==> config.mk <==
export PLATFORM = sky130hd
export DESIGN_NAME = irq_level_combiner
export DESIGN_NICKNAME = d
export VERILOG_FILES = /design/src/rtl/irqc_pkg.sv /design/src/rtl/irqc_pending.sv /design/src/rtl/irqc_encoder.sv /design/src/rtl/irqc_regs.sv /design/src/rtl/irq_level_combiner.sv
export SDC_FILE = /design/constraint.sdc
export NUM_CORES = 1
export LEC_CHECK = 0
export BUFFER_PORTS_ARGS = -buffer_cell sky130_fd_sc_hd__buf_4
export CAP_MARGIN = 25
export CORE_ASPECT_RATIO = 1.5
export CORE_UTILIZATION = 48
export CTS_CLUSTER_SIZE = 25
export DETAILED_ROUTE_END_ITERATION = 7
export PLACE_DENSITY = 0.86
export SETUP_SLACK_MARGIN = 0.02
export SLEW_MARGIN = 20
export SYNTH_ARGS = -nofsm -noshare
export SYNTH_HDL_FRONTEND = slang
export SYNTH_SLANG_ARGS = --single-unit
==> constraint.sdc <==
create_clock -name clk -period 2.3 [get_ports clk]
set_clock_uncertainty 0.15 [all_clocks]
set_input_delay 0.115 -clock clk [delete_from_list [all_inputs] [get_ports clk]]
set_output_delay 0.115 -clock clk [all_outputs]
set_load 0.005 [all_outputs]
==> src/rtl/irqc_pkg.sv <==
package irqc_pkg;
  localparam int IRQC_LVL_W   = 4;
  localparam int IRQC_VEC_W   = 16;
  localparam int IRQC_MAX_SRC = 15;

  // Position in the pending/mask vector owned by the line of a given level.
  function automatic logic [3:0] irqc_bit_of(input int lvl);
    case (lvl)
      0:       return 4'd11;
      1:       return 4'd9;
      2:       return 4'd8;
      3:       return 4'd12;
      4:       return 4'd10;
      5:       return 4'd6;
      6:       return 4'd5;
      7:       return 4'd4;
      8:       return 4'd7;
      9:       return 4'd14;
      10:      return 4'd13;
      11:      return 4'd0;
      12:      return 4'd15;
      default: return 4'd1;
    endcase
  endfunction

  // Lowest participating level, 15 when the vector is empty.
  function automatic logic [IRQC_LVL_W-1:0] irqc_select(input logic [IRQC_VEC_W-1:0] vec,
                                                        input int nsrc);
    logic [IRQC_LVL_W-1:0] best;
    best = 4'hF;
    for (int l = IRQC_MAX_SRC - 1; l >= 0; l--) begin
      if (l < nsrc && vec[irqc_bit_of(l)]) best = 4'(l);
    end
    return best;
  endfunction

  function automatic logic [IRQC_LVL_W-1:0] irqc_invert(input logic [IRQC_LVL_W-1:0] lvl);
    return lvl ^ 4'hF;
  endfunction
endpackage

==> src/rtl/irqc_pending.sv <==
module irqc_pending
  import irqc_pkg::*;
#(
  parameter int NUM_SRC = 13,
  parameter int VEC_W   = IRQC_VEC_W
) (
  input  logic               clk,
  input  logic               rst,
  input  logic [NUM_SRC-1:0] src,
  output logic [VEC_W-1:0]   pend_d,
  output logic [VEC_W-1:0]   pend_q
);
  always_comb begin
    pend_d = '0;
    for (int k = 0; k < NUM_SRC; k++) pend_d[irqc_bit_of(k)] = src[k];
  end

  always_ff @(posedge clk) begin
    if (rst) pend_q <= '0;
    else     pend_q <= pend_d;
  end
endmodule

==> src/rtl/irqc_encoder.sv <==
module irqc_encoder
  import irqc_pkg::*;
#(
  parameter int NUM_SRC = 13,
  parameter int VEC_W   = IRQC_VEC_W,
  parameter int LVL_W   = IRQC_LVL_W
) (
  input  logic             clk,
  input  logic             rst,
  input  logic [VEC_W-1:0] pend_d,
  input  logic [VEC_W-1:0] mask_d,
  output logic [LVL_W-1:0] code_q
);
  logic [VEC_W-1:0] live;
  logic [LVL_W-1:0] win_lvl;

  assign live    = pend_d & mask_d;
  assign win_lvl = irqc_select(live, NUM_SRC);

  always_ff @(posedge clk) begin
    if (rst) code_q <= '0;
    else     code_q <= irqc_invert(win_lvl);
  end
endmodule

==> src/rtl/irqc_regs.sv <==
module irqc_regs #(
  parameter int                 DATA_W   = 16,
  parameter int                 ADDR_W   = 6,
  parameter logic [ADDR_W-1:0]  OFF_MASK = 6'h00,
  parameter logic [ADDR_W-1:0]  OFF_PWR  = 6'h30,
  parameter logic [ADDR_W-1:0]  OFF_VER  = 6'h32,
  parameter logic [ADDR_W-1:0]  OFF_PORT = 6'h36,
  parameter logic [DATA_W-1:0]  VERSION  = 16'h0010
) (
  input  logic              clk,
  input  logic              rst,
  input  logic              wen,
  input  logic [ADDR_W-1:0] addr,
  input  logic [DATA_W-1:0] wdata,
  output logic [DATA_W-1:0] rdata,
  output logic [DATA_W-1:0] mask_d,
  output logic [DATA_W-1:0] mask_q,
  output logic [DATA_W-1:0] port_q,
  output logic              pwr_q
);
  logic hit_mask, hit_port, hit_pwr;

  assign hit_mask = wen && (addr == OFF_MASK);
  assign hit_port = wen && (addr == OFF_PORT);
  assign hit_pwr  = wen && (addr == OFF_PWR) && wdata[0];
  assign mask_d   = hit_mask ? wdata : mask_q;

  always_ff @(posedge clk) begin
    if (rst) begin
      mask_q <= '0;
      port_q <= '0;
      pwr_q  <= 1'b0;
    end else begin
      mask_q <= mask_d;
      if (hit_port) port_q <= wdata;
      pwr_q  <= hit_pwr;
    end
  end

  always_comb begin
    case (addr)
      OFF_MASK: rdata = mask_q;
      OFF_PORT: rdata = port_q;
      OFF_VER:  rdata = VERSION;
      default:  rdata = '0;
    endcase
  end
endmodule

==> src/rtl/irq_level_combiner.sv <==
module irq_level_combiner
  import irqc_pkg::*;
#(
  parameter int NUM_SRC = 13,
  parameter int DATA_W  = 16,
  parameter int ADDR_W  = 6
) (
  input  logic              clk,
  input  logic              rst,
  input  logic [NUM_SRC-1:0] src,
  input  logic              reg_wen,
  input  logic [ADDR_W-1:0] reg_addr,
  input  logic [DATA_W-1:0] reg_wdata,
  output logic [DATA_W-1:0] reg_rdata,
  output logic [DATA_W-1:0] out_port,
  output logic [IRQC_LVL_W-1:0] irl_code,
  output logic              poweroff_req
);
  logic [DATA_W-1:0] pend_d, pend_q;
  logic [DATA_W-1:0] mask_d, mask_q;

  irqc_pending #(.NUM_SRC(NUM_SRC), .VEC_W(DATA_W)) u_pend (
    .clk(clk), .rst(rst), .src(src), .pend_d(pend_d), .pend_q(pend_q)
  );

  irqc_regs #(.DATA_W(DATA_W), .ADDR_W(ADDR_W)) u_regs (
    .clk(clk), .rst(rst), .wen(reg_wen), .addr(reg_addr), .wdata(reg_wdata),
    .rdata(reg_rdata), .mask_d(mask_d), .mask_q(mask_q), .port_q(out_port),
    .pwr_q(poweroff_req)
  );

  irqc_encoder #(.NUM_SRC(NUM_SRC), .VEC_W(DATA_W), .LVL_W(IRQC_LVL_W)) u_enc (
    .clk(clk), .rst(rst), .pend_d(pend_d), .mask_d(mask_d), .code_q(irl_code)
  );
endmodule

==> metrics.yaml, run 1 <==
setup_path:
  cp_max_fo: 13
  worstSetupPathType: "in -> reg"
  required_ps: 2390
  cp_slowest_cell: "a2111oi_0"
  crit_path_frequent_cell: "buf_4"
  cp.depth: 8
  worstPathCellList: "buf_4, nor4_4, and2_1, buf_4, mux2i_1, nor2_1, a2111oi_0, or3_1"
  critPathBufInv: 2
  crit_family: "simple AND/OR/NAND/NOR gates"
  reg2reg_depth: 6
  arrival_ps: 2010
  slowest_delay_ps: 420
  endpoint_kind: "flop"
  crit_path_start_kind: "input port"
synth:
  synth_area_per_cell_um2: 8.45
  ys_types: 42
  syn_nets: 257
  ys_seq_area_share_pct: 40.0
  synth-seq-cells: 37
  yosys_warnings: 0
  netlist_area_mm2: 0.00185
  netlist_instances: 219
finish:
  post-route-util_pct: 73.0
  stdcell_count: 352
  diodes: 0
  drive_gt1_share_pct: 32.4
  n_fill_cell: 291
  final_net_count: 347
  syn2layout_area_growth_pct: 45.3
pwr:
  vdd_drop_max_v: 0.000416
  power.density_mw_per_mm2: 462
  leakagePower_nw: 1.15
  intPower_mw: 0.958
  clock_power_share_pct: 36.5
  sw_frac_of_total_pct: 22.9
  p_seq_share_pct: 52.0
  p_comb_share_pct: 11.5
  power.switching_mw: 0.285
job:
  drv_cap: 0
cts:
  cts_tree: "built"
  cts.sinks: 37
  cts_max_level: 2
  cts_buffer_depth: 2
  postCtsResizedCells: 0
  clkTransAtPathRegs_ps: 70
  root_buffer: "clkbuf_8"
  cts_buffers: 5
  clk_latency_ps: 290
floorplan:
  fp.dieH_um: 78.0
  die_w_um: 52.7
  initial_core_util_pct: 50.3
  io_pins: 75
  die-area_mm2: 0.00411
  rows: 27
  coreArea_mm2: 0.00368
global_route:
  overflow: 0
  grt_max_degree: 36
  grt_pass1_wl_mm: 8.69
  antenna_found_initial: 0
  grt_pass1_vias: 1940
  grtUsageTotal_pct: 28.4
placement:
  place_congestion: 0.871
  dp_hpwl_mm: 3.88
  numPortBuffers: 74
  dpl.cell_count: 328
  dp_slack_ps: 139
timing:
  max_freq_ghz: 0.519
  final.min_clock_period_ps: 1930
  finalHoldViolCount: 0
  final-max-slew-violation-count: 0
  worst_pin_slew_ps: 611
  finalWorstSetupSlack_ps: 374
  setup_tns_ps: 0
  finalSetupViolCount: 0
  relSlewSlack_pct: 59.2
  period_share_pct: 83.7
  rsz0062_at_grt: "no"
  fin_hold_ws_ps: 36.7
status:
  status: "complete, no violations"
hold_path:
  hold_class: "in -> reg"
  hold_path_depth: 4
route:
  wire_per_inst_um: 16.0
  drc: 0
  drt_first_pass_iters: 5
  ant_nets: 0
  vias: 2005
  via_per_inst: 5.70
  drt-total-wl_mm: 5.64
  drt_iter0_markers: 92
==> metrics by stage <==
step                power, mW  cell area, um^2
floorplan               0.696             1850
global placement        0.776             2430
detailed placement      0.778             2430
CTS                      1.24             2690
global route             1.28             2690
finish                   1.24             2690
==> final cells by class <==
class | count | area [um^2] | share of cell area [%]
multi-input cells | 161 | 1000 | 37.3
repair buffers | 99 | 786 | 29.2
flip-flops and latches | 37 | 741 | 27.5
clock buffers | 7 | 86.3 | 3.21
well taps | 43 | 53.8 | 2.00
inverters | 5 | 18.8 | 0.698
==> placed cells by master (no fill, tap or decap), drive strengths merged <==
cell / count
nor4: 1
mux2: 4
nand2b: 2
a21boi: 1
o22ai: 1
dfxtp: 37
and4: 2
nor2b: 2
a211oi: 1
a32o: 1
a21o: 1
nand3: 16
o311ai: 1
clkbuf: 7
a22o: 15
and3: 1
dlygate4sd3: 17
a2111oi: 1
buf: 82
or3: 1
a21oi: 30
nand2: 43
inv: 5
nor3: 2
a32oi: 1
nor3b: 2
a221oi: 4
and2: 5
nor2: 7
o21ai: 4
a31oi: 3
mux2i: 6
a22oi: 3
==> what timing repair did <==
action	CTS	global route
endpoints found under the hold margin	30	0
setup endpoints to repair	0	0
hold buffers	17	0
buffers inserted	0	0
==> synth_stat cells <==
master | n | area (um^2)
nor2_1 | 7 | 26.3
a31oi_1 | 2 | 12.5
clkbuf_1 | 11 | 41.3
nor3_1 | 2 | 10.0
mux2_2 | 2 | 22.5
a32oi_1 | 1 | 8.76
nor3b_2 | 1 | 12.5
and2_4 | 1 | 8.76
a31oi_4 | 1 | 21.3
and4_1 | 2 | 17.5
a21oi_1 | 30 | 150
dfxtp_1 | 37 | 741
a32o_1 | 1 | 10.0
or3_1 | 1 | 6.26
buf_6 | 3 | 33.8
a21o_1 | 1 | 7.51
a2111oi_0 | 1 | 8.76
and2_1 | 4 | 25.0
a221oi_2 | 1 | 15.0
nor3b_4 | 1 | 18.8
buf_4 | 1 | 7.51
clkbuf_2 | 1 | 5.00
inv_1 | 5 | 18.8
nor4_4 | 1 | 21.3
a22oi_2 | 1 | 12.5
nand2_1 | 42 | 158
a22o_1 | 15 | 131
nand2_2 | 1 | 6.26
o22ai_1 | 1 | 6.26
o311ai_0 | 1 | 8.76
nor2b_1 | 2 | 12.5
and3_1 | 1 | 6.26
o21ai_0 | 4 | 20.0
a221oi_1 | 3 | 26.3
nand2b_1 | 2 | 12.5
mux2_4 | 1 | 15.0
a22oi_1 | 2 | 15.0
a21boi_2 | 1 | 11.3
mux2_1 | 1 | 11.3
mux2i_1 | 6 | 60.1
a211oi_1 | 1 | 7.51
nand3_1 | 16 | 80.1
==> worst reg2reg max path, cell delays in order, from the launching register on <==
cell and delay, ps:
dfxtp_1 360, inv_1 50, a221oi_1 190, o21ai_0 150
nand2b_1 160, a2111oi_0 450, or3_1 180
==> power groups by stage <==
| stage | Clock, mW | Sequential, mW | Combinational [mW] |
|---|---|---|---|
| 6_report | 0.454 | 0.646 | 0.143 |
| 5_1_grt | 0.479 | 0.646 | 0.151 |
| 4_1_cts | 0.457 | 0.646 | 0.141 |
| 3_5_place_dp | 0 | 0.661 | 0.117 |
| 3_3_place_gp | 0 | 0.661 | 0.116 |
| 2_1_floorplan | 0 | 0.660 | 0.0357 |
==> flip-flops by register name (all words and copies together), names as in the netlist <==
| signal | flops |
|---|---|
| u_enc.code_q | 4 |
| u_regs.pwr_q | 1 |
| u_regs.mask_q | 16 |
| u_regs.port_q | 16 |
==> routing by layer <==
metal  vias up  GRT usage (%)  share of wire, %
met1       957           31.5                38
li1        966              -                 -
met5         -              0                 0
met2        73           52.3                56
met3         9           5.23               5.4
met4         0           8.16               1.3
==> logic make-up after synthesis <==
group                  after synthesis  share of synthesized area [%]
AO/OA/AOI/OAI                       67                           25.6
flip-flops                          37                           40.0
buffers and inverters               21                           5.75
multiplexers                        10                           5.88
AND/OR/NAND/NOR                     84                           22.8
==> path summary, 6_finish.rpt <==
kind,startpoint,slack [ps],endpoint
max,reg_addr[0],370,u_enc.code_q[1]$_SDFF_PP0_
min,src[1],40,u_enc.code_q[0]$_SDFF_PP0_
max reg2reg,u_regs.mask_q[15]$_SDFF_PP0_,570,u_enc.code_q[1]$_SDFF_PP0_
min reg2reg,u_regs.mask_q[2]$_SDFFE_PP0N_,320,u_regs.mask_q[2]$_SDFFE_PP0N_
Power figures use the tool's default switching activity.
==> inputs of run 2 (changes only) <==
- clock period: 2.3 -> 1.97 ns (I/O delays scaled with it)
==> run 2 against run 1 <==
Net effect:
- cell count is 1.7% higher
- critical endpoint unchanged
- worst setup slack worse by 170 ps
- via count is 1.2% higher
- core utilization is 1.4 points higher
==> metrics.yaml, run 2 (synthesis gave the netlist of run 1 again) <==
status:
  status: "complete, no violations"
pwr:
  sw_frac_of_total_pct: 23.2
  p_comb_share_pct: 11.1
  vdd_drop_max_v: 0.000605
  clock_power_share_pct: 38.9
  power_mw: 1.51
  p_seq_share_pct: 50.0
  intPower_mw: 1.16
  leakagePower_nw: 1.19
  power.switching_mw: 0.349
  power.density_mw_per_mm2: 550
setup_path:
  crit_family: "simple AND/OR/NAND/NOR gates"
  worstSetupPathType: "in -> reg"
  cp_max_fo: 4
  crit_path_start_kind: "input port"
  rrSetupSlack_ps: 280
  critPathBufInv: 2
  reg2reg_to: "u_enc.code_q[1]$_SDFF_PP0_"
  worstPathCellList: "dlygate4sd3_1, buf_4, nand2_1, and4_1, o21ai_0, nand2b_1, a2111oi_0, or3_1"
  reg2reg_depth: 6
  endpoint_kind: "flop"
  cp_slowest_cell: "dlygate4sd3_1"
  worstReg2RegStart: "u_regs.mask_q[15]$_SDFF_PP0_"
  arrival_ps: 1800
  required_ps: 2000
  slowest_delay_ps: 540
placement:
  dpl.cell_count: 333
  numPortBuffers: 74
  dp_slack_ps: -69.2
  placed_area_mm2: 0.00247
  dp_hpwl_mm: 3.78
  place_congestion: 0.855
floorplan:
  initial_core_util_pct: 50.3
  die-area_mm2: 0.00411
  rows: 27
  fp.dieH_um: 78.0
  coreArea_mm2: 0.00368
  io_pins: 75
  die_w_um: 52.7
cts:
  cts_setup_buffers: 0
  cts_max_level: 2
  clk_latency_ps: 300
  cts_buffer_depth: 2
  cts_tree: "built"
  clkTransAtPathRegs_ps: 70
  cts.sinks: 37
  cts_buffers: 5
  root_buffer: "clkbuf_8"
hold_path:
  worstHoldStart: "src[1]"
  worstHoldEndpoint: "u_enc.code_q[0]$_SDFF_PP0_"
  hold_class: "in -> reg"
  hold_path_depth: 4
finish:
  final_net_count: 352
  n_fill_cell: 287
  layout_commonest_cell: "buf_4"
  top_regs: "u_regs.mask_q (16), u_regs.port_q (16), u_enc.code_q (4)"
  final_cell_mix: "buf_4 (87), nand2_1 (42), dfxtp_1 (37)"
  drive_gt1_share_pct: 34.0
  syn2layout_area_growth_pct: 48.1
  diodes: 0
  stdcell_count: 358
  fin_area_mm2: 0.00274
route:
  via_per_inst: 5.67
  drt_first_pass_iters: 4
  drt-total-wl_mm: 5.48
  wire_per_inst_um: 15.3
  drc: 0
  ant_nets: 0
  drt_iter0_markers: 76
  vias: 2030
global_route:
  overflow: 0
  grtUsageTotal_pct: 27.9
  grt_use_met3_pct: 6.01
  grt_pass1_vias: 1896
  grt_max_degree: 36
  antenna_found_initial: 0
  grt_pass1_wl_mm: 8.43
  top_usage_layer: "met2"
  globalRouteMet2Util_pct: 47.8
  met1_usage_pct: 30.5
timing:
  worst_pin_slew_ps: 643
  final.min_clock_period_ps: 1770
  finalHoldViolCount: 0
  max_freq_ghz: 0.565
  relSlewSlack_pct: 57.0
  rsz0062_at_grt: "no"
  period_share_pct: 89.8
  final-max-slew-violation-count: 0
  finalWorstSetupSlack_ps: 201
  finalSetupViolCount: 0
job:
  drv_cap: 0
[run 2: changes by cell type in the layout (fill, tap and decap cells not counted), sizes merged]
cell	delta
clkinv	+1
buf	+5
[run 2: power by group through the flow]
stage	Sequential (mW)	Combinational, mW	Clock (mW)
final	0.754	0.168	0.586
after global placement	0.771	0.136	0
after floorplan	0.771	0.0417	0
after CTS	0.754	0.166	0.596
after detailed placement	0.771	0.138	0
after global routing	0.754	0.177	0.621
[run 2: worst max path at each step]
| stage | from | to | cells after the start |
|---|---|---|---|
| 4_1_cts | reg_addr[0] | u_enc.code_q[1]$_SDFF_PP0_ | 8 |
| 3_5_place_dp | reg_addr[0] | u_enc.code_q[1]$_SDFF_PP0_ | 8 |
| 6_report | reg_wdata[0] | u_enc.code_q[1]$_SDFF_PP0_ | 8 |
| 3_3_place_gp | reg_addr[0] | u_enc.code_q[1]$_SDFF_PP0_ | 8 |
| 5_1_grt | reg_addr[0] | u_enc.code_q[2]$_SDFF_PP0_ | 8 |
| 2_1_floorplan | reg_wen | u_enc.code_q[1]$_SDFF_PP0_ | 9 |
[run 2: worst min-delay path: cells and delay by family]
family	cells	cell delay (ps)
AOI/OAI and AO/OA	3	220
buffers and inverters	1	90
[run 2: repair_timing]
item                                   in CTS  in global routing
hold buffers                               17                  0
gates resized for setup                     0                  0
endpoints found under the hold margin      30                  0
[run 2: layout make-up]
| type | count | area, um^2 | area share, % |
|---|---|---|---|
| Multi-Input combinational cell | 161 | 1000 | 36.6 |
| Timing Repair Buffer | 104 | 823 | 30.0 |
| Sequential cell | 37 | 741 | 27.0 |
| Clock buffer | 7 | 96.3 | 3.51 |
| Tap cell | 43 | 53.8 | 1.96 |
| Inverter | 5 | 18.8 | 0.685 |
| Clock inverter | 1 | 5.00 | 0.183 |
[run 2: per-layer routing]
metal | part of all wire [%] | wire length [um] | vias up
li1 | - | - | 976
met1 | 36 | 2000 | 944
met2 | 54 | 2970 | 90
met3 | 5.9 | 321 | 20
met4 | 3.6 | 195 | 0
met5 | 0 | 0 | -
[run 2: stage by stage]
stage	setup TNS, ps	util [%]	hold slack (ps)
5_1_grt	0	74.4	33.0
4_1_cts	0	74.4	2.71
2_1_floorplan	0	-	84.5
3_3_place_gp	0	67.1	213
3_5_place_dp	-90.3	67.1	217
6_report	0	74.4	19.7
==> inputs of run 3 (changes only) <==
- CORE_MARGIN: not set -> 2
==> run 3 against run 2 <==
Net effect:
- cell area up 0.32%
- core utilization up 0.24 points
- hold slack better by 7.9 ps
- global-route usage down 1.6 points
- register-to-register slack about the same
- clock power down 9.0%
- count of clock-buffer cells in the layout unchanged
- power down 3.5%
- routed wire length about the same
- worst setup slack worse by 1.9 ps
- critical path type unchanged
- critical endpoint unchanged
- largest power group unchanged
==> metrics.yaml, run 3 (synthesis gave the netlist of run 1 again) <==
setup_path:
  crit_path_start_kind: "input port"
  required_ps: 2060
  arrival_ps: 1860
  cp_max_fo: 4
  slowest_delay_ps: 540
  cp_slowest_cell: "dlygate4sd3_1"
  startpoint: "reg_wdata[0]"
  worstReg2RegStart: "u_regs.mask_q[15]$_SDFF_PP0_"
  crit_family: "buffers and inverters"
  critPathBufInv: 2
  endpoint_kind: "flop"
  worstSetupPathType: "in -> reg"
  worstPathCellList: "dlygate4sd3_1, buf_4, nand2_1, and4_1, o21ai_0, nand2b_1, a2111oi_1, or3_1"
route:
  drt_iter0_markers: 73
  drt-total-wl_mm: 5.48
  wire_per_inst_um: 15.2
  vias: 1997
  drc: 0
  drt_first_pass_iters: 4
  ant_nets: 0
  via_per_inst: 5.55
global_route:
  grt_max_degree: 36
  grtUsageTotal_pct: 26.4
  met1_usage_pct: 31.1
  antenna_found_initial: 0
  overflow: 0
  grt_pass1_vias: 1896
  globalRouteMet2Util_pct: 46.7
  grt_pass1_wl_mm: 8.42
  top_usage_layer: "met2"
  grt_use_met3_pct: 4.12
hold_path:
  worstHoldStart: "src[1]"
  hold_class: "in -> reg"
pwr:
  power_mw: 1.45
  leakagePower_nw: 1.19
  power.density_mw_per_mm2: 529
  vdd_drop_max_v: 0.000463
job:
  drv_cap: 0
placement:
  numPortBuffers: 74
  dp_hpwl_mm: 3.91
  place_congestion: 0.835
cts:
  cts_tree: "built"
  cts_buffers: 5
  cts.sinks: 37
  clkTransAtPathRegs_ps: 70
  cts_max_level: 2
  root_buffer: "clkbuf_8"
  clk_latency_ps: 290
  cts_buffer_depth: 2
timing:
  setup_tns_ps: 0
  final-max-slew-violation-count: 0
  period_share_pct: 89.9
  finalHoldViolCount: 0
  relSlewSlack_pct: 75.3
  fin_hold_ws_ps: 27.5
  finalSetupViolCount: 0
  worst_pin_slew_ps: 371
  rsz0062_at_grt: "no"
  final.min_clock_period_ps: 1770
  max_freq_ghz: 0.565
floorplan:
  rows: 27
  die-area_mm2: 0.00438
  fp.dieH_um: 80.0
  initial_core_util_pct: 50.3
  coreArea_mm2: 0.00368
  die_w_um: 54.7
  io_pins: 75
finish:
  layout_commonest_cell: "buf_4"
  final_net_count: 355
  syn2layout_area_growth_pct: 48.6
  final_cell_mix: "buf_4 (90), nand2_1 (42), dfxtp_1 (37)"
  diodes: 0
  drive_gt1_share_pct: 34.1
  top_regs: "u_regs.mask_q (16), u_regs.port_q (16), u_enc.code_q (4)"
status:
  status: "complete, no violations"
## run 3: path summary, 6_finish.rpt
path / slack, ps / cells after the start / end
min: 30 / 4 / u_enc.code_q[0]$_SDFF_PP0_
max: 200 / 8 / u_enc.code_q[1]$_SDFF_PP0_
max reg2reg: 270 / 6 / u_enc.code_q[1]$_SDFF_PP0_
min reg2reg: 310 / 2 / u_regs.mask_q[3]$_SDFFE_PP0N_
## run 3: final cells by class
type | count | area [um^2]
multi-input cells | 161 | 1000
fillers | 272 | 932
repair buffers | 107 | 846
flip-flops and latches | 37 | 741
clock buffers | 7 | 86.3
well taps | 43 | 53.8
inverters | 5 | 18.8
## run 3: repair_timing
action | CTS | global route
resized for setup | 0 | 1
setup endpoints to repair | 0 | 1
buffers inserted | 0 | 0
hold buffers | 17 | 0
hold endpoints to repair | 30 | 0
## run 3: metrics by stage
step                      utilization, %  cell area [um^2]  setup slack, ps  cells
after floorplan                        -              1850              165    219
after global placement              67.7              2490           -0.337    336
after detailed placement            67.7              2490            -78.3    336
after CTS                           74.7              2750              199    360
after global routing                74.7              2750             54.6    360
final                               74.7              2750              199    360
## run 3: layer usage
layer	vias up	share of wire (%)
met2	61	54
li1	982	-
met5	-	0
met3	6	4.5
met4	0	1.1
met1	948	40
## run 3: worst register-to-register path: cells and delay by family (launching register included)
family                 cells  cell delay (ps)
AOI/OAI and AO/OA          3              760
DFF                        1              360
and+or+nand+nor            2              330
buffers and inverters      1               50
## run 3: power breakdown
group          internal (mW)  leakage [nW]  total [mW]  switching [mW]
combinational         0.0911         0.850       0.167          0.0758
clock                  0.278        0.0443       0.533           0.256
sequential             0.752         0.298       0.754         0.00245
total                   1.12          1.19        1.45           0.334
